`src/rtl/sbe_pkg.sv`:
```
package sbe_pkg;

  typedef enum logic [1:0] {
    ST_IDLE,
    ST_LOW,
    ST_HIGH,
    ST_WAIT
  } sbeState_t;

  // strobes and levels from control to datapath
  typedef struct packed {
    logic load;      // capture transmit byte
    logic sample;    // rising clock: take sdaIn
    logic shift;     // falling clock after a data bit
    logic ackCap;    // falling clock after the acknowledge bit
    logic drive;     // a frame is active
    logic ackPhase;  // current bit is the acknowledge bit
    logic lsbFirst;  // order select
  } sbeCtl_t;

  localparam int REG_ORDER_BIT = 0;
  localparam int REG_WAIT_BIT  = 1;
  localparam int REG_CODE_LO   = 2;

endpackage

```
`src/rtl/sbe_dp.sv`:
```
module sbe_dp
  import sbe_pkg::*;
#(
  parameter int DATA_W = 8
) (
  input  logic              clk,
  input  logic              rstN,
  input  sbeCtl_t           ctl,
  input  logic [DATA_W-1:0] txData,
  input  logic              sdaIn,
  output logic              sdaOut,
  output logic [DATA_W-1:0] rxData,
  output logic              ackLevel
);

  logic [DATA_W-1:0] shReg;
  logic              rxBit;
  logic              ackQ;

  always_ff @(posedge clk or negedge rstN) begin
    if (!rstN) begin
      shReg <= '0;
      rxBit <= 1'b1;
      ackQ  <= 1'b1;
    end else begin
      if (ctl.load) begin
        shReg <= txData;
      end else if (ctl.shift) begin
        if (ctl.lsbFirst) shReg <= {rxBit, shReg[DATA_W-1:1]};
        else              shReg <= {shReg[DATA_W-2:0], rxBit};
      end
      if (ctl.sample) rxBit <= sdaIn;
      if (ctl.ackCap) ackQ  <= rxBit;
    end
  end

  always_comb begin
    if (!ctl.drive || ctl.ackPhase) sdaOut = 1'b1;
    else if (ctl.lsbFirst)          sdaOut = shReg[0];
    else                            sdaOut = shReg[DATA_W-1];
  end

  assign rxData   = shReg;
  assign ackLevel = ackQ;

endmodule

```
`src/rtl/sbe_ctrl.sv`:
```
module sbe_ctrl
  import sbe_pkg::*;
#(
  parameter int DATA_W     = 8,
  parameter int WAIT_TICKS = 2,
  localparam int CODE_W    = $clog2(DATA_W),
  localparam int REG_W     = CODE_W + 5,
  localparam int CNT_W     = $clog2(DATA_W + 2),
  localparam int WAIT_W    = $clog2(WAIT_TICKS + 1),
  localparam int WP_BIT    = REG_CODE_LO + CODE_W
) (
  input  logic             clk,
  input  logic             rstN,
  input  logic             tick,
  input  logic             busMode,
  input  logic             regWrEn,
  input  logic [REG_W-1:0] regWrData,
  input  logic             goStb,
  input  logic             startDet,
  output logic [REG_W-1:0] regRdData,
  output logic             sclOut,
  output logic             doneStb,
  output logic             wrErr,
  output sbeCtl_t          ctl
);

  sbeState_t         state;
  logic [CODE_W-1:0] lenCode;
  logic              lsbFirst;
  logic              waitEn;
  logic [CNT_W-1:0]  bitsLeft;
  logic [WAIT_W-1:0] waitCnt;
  logic              busy;
  logic [CNT_W-1:0]  frameLen;
  logic [CNT_W-1:0]  rdCnt;
  logic [CODE_W-1:0] codeRd;
  logic [CODE_W-1:0] wrCode;
  logic              wrProt;
  logic              wrReject;
  logic              unusedWrTop;

  assign busy   = (state != ST_IDLE);
  assign wrCode = regWrData[REG_CODE_LO +: CODE_W];
  assign wrProt = regWrData[WP_BIT];
  assign unusedWrTop = ^regWrData[REG_W-1:WP_BIT+1];

  // bits per frame: data plus acknowledge in bus format
  always_comb begin
    if (!busMode)            frameLen = CNT_W'(DATA_W);
    else if (lenCode == '0)  frameLen = CNT_W'(DATA_W + 1);
    else                     frameLen = CNT_W'(lenCode) + CNT_W'(1);
  end

  assign wrReject = busMode && !wrProt && (wrCode != '0) && (busy || sclOut);

  always_ff @(posedge clk or negedge rstN) begin
    if (!rstN) begin
      state    <= ST_IDLE;
      sclOut   <= 1'b1;
      lenCode  <= '0;
      lsbFirst <= 1'b0;
      waitEn   <= 1'b0;
      bitsLeft <= '0;
      waitCnt  <= '0;
      doneStb  <= 1'b0;
      wrErr    <= 1'b0;
    end else begin
      doneStb <= 1'b0;
      if (startDet) begin
        state   <= ST_IDLE;
        sclOut  <= 1'b1;
        lenCode <= '0;
      end else begin
        case (state)
          ST_IDLE: begin
            if (goStb) begin
              bitsLeft <= frameLen;
              sclOut   <= 1'b0;
              state    <= ST_LOW;
            end
          end
          ST_LOW: begin
            if (tick) begin
              sclOut <= 1'b1;
              state  <= ST_HIGH;
            end
          end
          ST_HIGH: begin
            if (tick) begin
              sclOut   <= 1'b0;
              bitsLeft <= bitsLeft - CNT_W'(1);
              if (bitsLeft == CNT_W'(1)) begin
                state   <= ST_IDLE;
                lenCode <= '0;
                doneStb <= 1'b1;
              end else if (busMode && waitEn && bitsLeft == CNT_W'(2)) begin
                state   <= ST_WAIT;
                waitCnt <= '0;
              end else begin
                state <= ST_LOW;
              end
            end
          end
          ST_WAIT: begin
            if (tick) begin
              if (waitCnt == WAIT_W'(WAIT_TICKS - 1)) state <= ST_LOW;
              else waitCnt <= waitCnt + WAIT_W'(1);
            end
          end
          default: state <= ST_IDLE;
        endcase

        if (regWrEn) begin
          if (wrReject) begin
            wrErr <= 1'b1;
          end else if (!busy) begin
            lsbFirst <= regWrData[REG_ORDER_BIT];
            waitEn   <= regWrData[REG_WAIT_BIT];
            if (busMode && !wrProt) lenCode <= wrCode;
          end
        end
      end
    end
  end

  always_comb begin
    rdCnt  = busMode ? (bitsLeft - CNT_W'(1)) : bitsLeft;
    codeRd = busy ? rdCnt[CODE_W-1:0] : lenCode;
  end

  assign regRdData = {2'b11, 1'b1, codeRd, waitEn, lsbFirst};

  always_comb begin
    ctl          = '0;
    ctl.load     = (state == ST_IDLE) && goStb && !startDet;
    ctl.sample   = (state == ST_LOW) && tick && !startDet;
    ctl.ackPhase = busy && busMode && (bitsLeft == CNT_W'(1));
    ctl.shift    = (state == ST_HIGH) && tick && !startDet && !ctl.ackPhase;
    ctl.ackCap   = (state == ST_HIGH) && tick && !startDet && ctl.ackPhase;
    ctl.drive    = busy;
    ctl.lsbFirst = lsbFirst;
  end

endmodule

```
`src/rtl/serial_bit_engine.sv`:
```
module serial_bit_engine
  import sbe_pkg::*;
#(
  parameter int DATA_W     = 8,
  parameter int WAIT_TICKS = 2,
  localparam int CODE_W    = $clog2(DATA_W),
  localparam int REG_W     = CODE_W + 5
) (
  input  logic              clk,
  input  logic              rstN,
  input  logic              tick,
  input  logic              busMode,
  input  logic              regWrEn,
  input  logic [REG_W-1:0]  regWrData,
  output logic [REG_W-1:0]  regRdData,
  input  logic              goStb,
  input  logic [DATA_W-1:0] txData,
  input  logic              startDet,
  input  logic              sdaIn,
  output logic              sclOut,
  output logic              sdaOut,
  output logic [DATA_W-1:0] rxData,
  output logic              doneStb,
  output logic              ackLevel,
  output logic              wrErr
);

  sbeCtl_t ctl;

  sbe_ctrl #(
    .DATA_W    (DATA_W),
    .WAIT_TICKS(WAIT_TICKS)
  ) i_ctrl (
    .clk      (clk),
    .rstN     (rstN),
    .tick     (tick),
    .busMode  (busMode),
    .regWrEn  (regWrEn),
    .regWrData(regWrData),
    .goStb    (goStb),
    .startDet (startDet),
    .regRdData(regRdData),
    .sclOut   (sclOut),
    .doneStb  (doneStb),
    .wrErr    (wrErr),
    .ctl      (ctl)
  );

  sbe_dp #(
    .DATA_W(DATA_W)
  ) i_dp (
    .clk     (clk),
    .rstN    (rstN),
    .ctl     (ctl),
    .txData  (txData),
    .sdaIn   (sdaIn),
    .sdaOut  (sdaOut),
    .rxData  (rxData),
    .ackLevel(ackLevel)
  );

endmodule

```
`config.mk`:
```
export PLATFORM = sky130hd
export DESIGN_NAME = serial_bit_engine
export DESIGN_NICKNAME = d
export VERILOG_FILES = /design/src/rtl/sbe_pkg.sv /design/src/rtl/sbe_dp.sv /design/src/rtl/sbe_ctrl.sv /design/src/rtl/serial_bit_engine.sv
export SDC_FILE = /design/constraint.sdc
export NUM_CORES = 1
export LEC_CHECK = 0
export BUFFER_PORTS_ARGS = -buffer_cell sky130_fd_sc_hd__buf_2
export CAP_MARGIN = 10
export CORE_ASPECT_RATIO = 0.5
export CORE_MARGIN = 3
export CORE_UTILIZATION = 50
export CTS_CLUSTER_DIAMETER = 200
export DETAILED_ROUTE_END_ITERATION = 8
export PLACE_DENSITY = 0.73
export SYNTH_ARGS = -nofsm -noshare
export SYNTH_HDL_FRONTEND = slang
export SYNTH_HIERARCHICAL = 1
export SYNTH_SLANG_ARGS = --single-unit
```
`constraint.sdc`:
```
create_clock -name clk -period 2.2 [get_ports clk]
set_clock_uncertainty 0.2 [all_clocks]
set_input_delay 0.22 -clock clk [delete_from_list [all_inputs] [get_ports clk]]
set_output_delay 0.22 -clock clk [all_outputs]
set_load 0.005 [all_outputs]
```
==> metrics.txt <==
status=finished, final reports clean; GR Layer Usage met3=5.70%; Final min period=2.07 ns; CTS tree=done; Setup crit start kind=register; critical path arrival=between 2 and 2.5 ns; worst path required time=2.19 ns; DR vias=1,558; global route total overflow=0; Post-synth ARST share=100%; CTS clk-pin slew, worst paths=0.09 ns; met2 Use GR=34.5%; routing usage on met1=24.8%; RSZ-0062 raised after global routing=no; Row Count=14; Antenna diodes=0; gpl congestion=between 0.8 and 0.9; CP Capture Type=register; First-pass DRT Iterations=4; Nets=273; Pleak=1.04 nW; most common cell after layout, fill and taps aside=buf_2; Hold Path Class=primary input to register; worst vdd ir=about 0.57 mV; Worst-Skew Late Latency=0.27 ns; CTS HTree Levels=1; Pwr per Cell Area=1070 nW/um^2; CP Class=register to register; worst slew pin tran=0.591 ns; final core utilization=69.2%; Via-to-Cell Ratio=5.45; ys flop type=dfrtp_1; Syn-to-layout area delta=23.8%; sequential area share after synthesis=36.8%; initial DRC count=between 60 and 70; clock sinks=26; fin crit share=a little over nine tenths; vias in the first global route=1,425; die area=about 4400 sq um; Die X=between 90 and 100 um; post-synthesis cell count=187; wire per inst=14.7 um; number of synthesized register bits=26; largest net degree at the start of global routing=27; CTS max path bufs=2; DP HPWL=3.07 mm; hold depth=3; Post-Syn Area=1780 sq um; post-route insts no fill=~290; layout cells sized above 1=30.7%; final setup TNS=0 ns; DRC viols=0; Antenna Nets Post-Route=0; EDFF count, synth=0; critical-path maximum fanout=9; Fmax=just under 500 MHz; max_slew headroom=60.6%; Syn. warnings=6; first-pass GRT wire length=6.70 mm; Die H=48.2 um; final wirelength=4.21 mm; CTS Root Buffer Type=clkbuf_8; placed cell count=about 270; final setup vio count=0; Slew Viols, Final=0; max-cap violation count=0; number of antenna violations at the first check in global routing=0; synthesized area per cell=9.52 sq um; Hold Vio Cnt, Final=0; worst reg2reg path depth=8; port bufs=39; commonest non-fill, non-tap cells in the layout=buf_2 (39), nand2_1 (22), dfrtp_1 (22), inv_1 (13); worst hold slack=about 0.0077 ns; Netlist cell types=50; Starting Density=55.8%; Core ar.=3190 sq um; # IOs=45; total power=2.37 mW; cts bufs inserted=3; All-Layer GR Usage=19.5%; global route hottest layer=met2
## worst paths after layout
kind / startpoint / endpoint / slack [ns]
max: i_ctrl/state[0] / i_dp/rxData[4] / 0.13
min: regWrData[2] / i_ctrl/lenCode[0] / 0.008
max reg2reg: i_ctrl/state[0] / i_dp/rxData[4] / 0.13
min reg2reg: i_ctrl/wrErr / i_ctrl/wrErr / 0.28
max in group asynchronous: rstN / i_ctrl/bitsLeft[0] / 1.10
min in group asynchronous: rstN / i_dp/rxData[1] / 0.28
## registers in the layout, indices dropped and copies added (netlist names), 2 cells and up
name	cells
i_dp/rxData	8
i_ctrl/bitsLeft	4
i_ctrl/lenCode	3
i_ctrl/state	2
i_ctrl/waitCnt	2
## final cells by class
type	instances	area, sq um
inverter	13	48.8
sequential	26	656
multi-input combinational	137	1000
clock buffer	3	41.3
timing repair buffer	58	368
fill	274	983
clock inverter	1	30.0
tap	48	60.1
## cell usage after synthesis (4+ instances only)
master / instances / area (sq um)
nand3_1: 5 / 25.0
o211ai_1: 6 / 45.0
mux2_2: 6 / 67.6
nand2b_1: 5 / 31.3
inv_1: 13 / 48.8
a21oi_1: 6 / 30.0
nor2b_1: 4 / 25.0
o21ai_0: 9 / 45.0
dfrtp_1: 23 / 576
buf_4: 7 / 52.6
or3b_2: 6 / 52.6
nand2_1: 22 / 82.6
ha_1: 10 / 125
mux2i_1: 12 / 120
## routing by layer
metal | vias to the layer above | part of all wire, %
met5 | - | 0
met4 | 0 | 1.0
met3 | 6 | 7.3
met2 | 60 | 44
met1 | 728 | 47
li1 | 764 | -
## kinds of logic after synthesis
group | after synthesis | synth area share, %
adder cells (fa/ha/maj) | 10 | 7.03
multiplexers | 20 | 11.8
other | 1 | 0.211
AND/OR/NAND/NOR | 60 | 18.6
AO/OA/AOI/OAI | 42 | 16.9
XOR/XNOR | 2 | 0.984
flip-flops | 26 | 36.8
buffers and inverters | 26 | 7.66
## critical path, stage by stage (launching register included)
cell      delay (ns)
dfrtp_1         0.39
inv_1           0.07
ha_1            0.25
nor2b_1         0.16
and3_1          0.18
nor2_1          0.05
buf_4           0.15
or3b_2          0.44
o211ai_1        0.10
## stage by stage
| step | instance area [sq um] | setup WS, ns |
|---|---|---|
| 2_1_floorplan | 1790 | 0.246 |
| 6_report | 2200 | 0.127 |
| 3_5_place_dp | 2000 | 0.118 |
| 5_1_grt | 2200 | 0.00926 |
| 4_1_cts | 2190 | 0.0892 |
| 3_3_place_gp | 2000 | 0.162 |
## what timing repair did
item,in CTS,in global routing
setup buffers,0,1
hold buffers,12,0
gates resized for setup,0,3
endpoints found under the hold margin,34,0
endpoints found under the setup margin,0,8
## power breakdown
part	internal, mW	switching, mW
registers	0.653	0.201
logic	0.579	0.535
clock network	0.243	0.154
total	1.48	0.890
No activity file was read; power rests on OpenSTA's default activity.
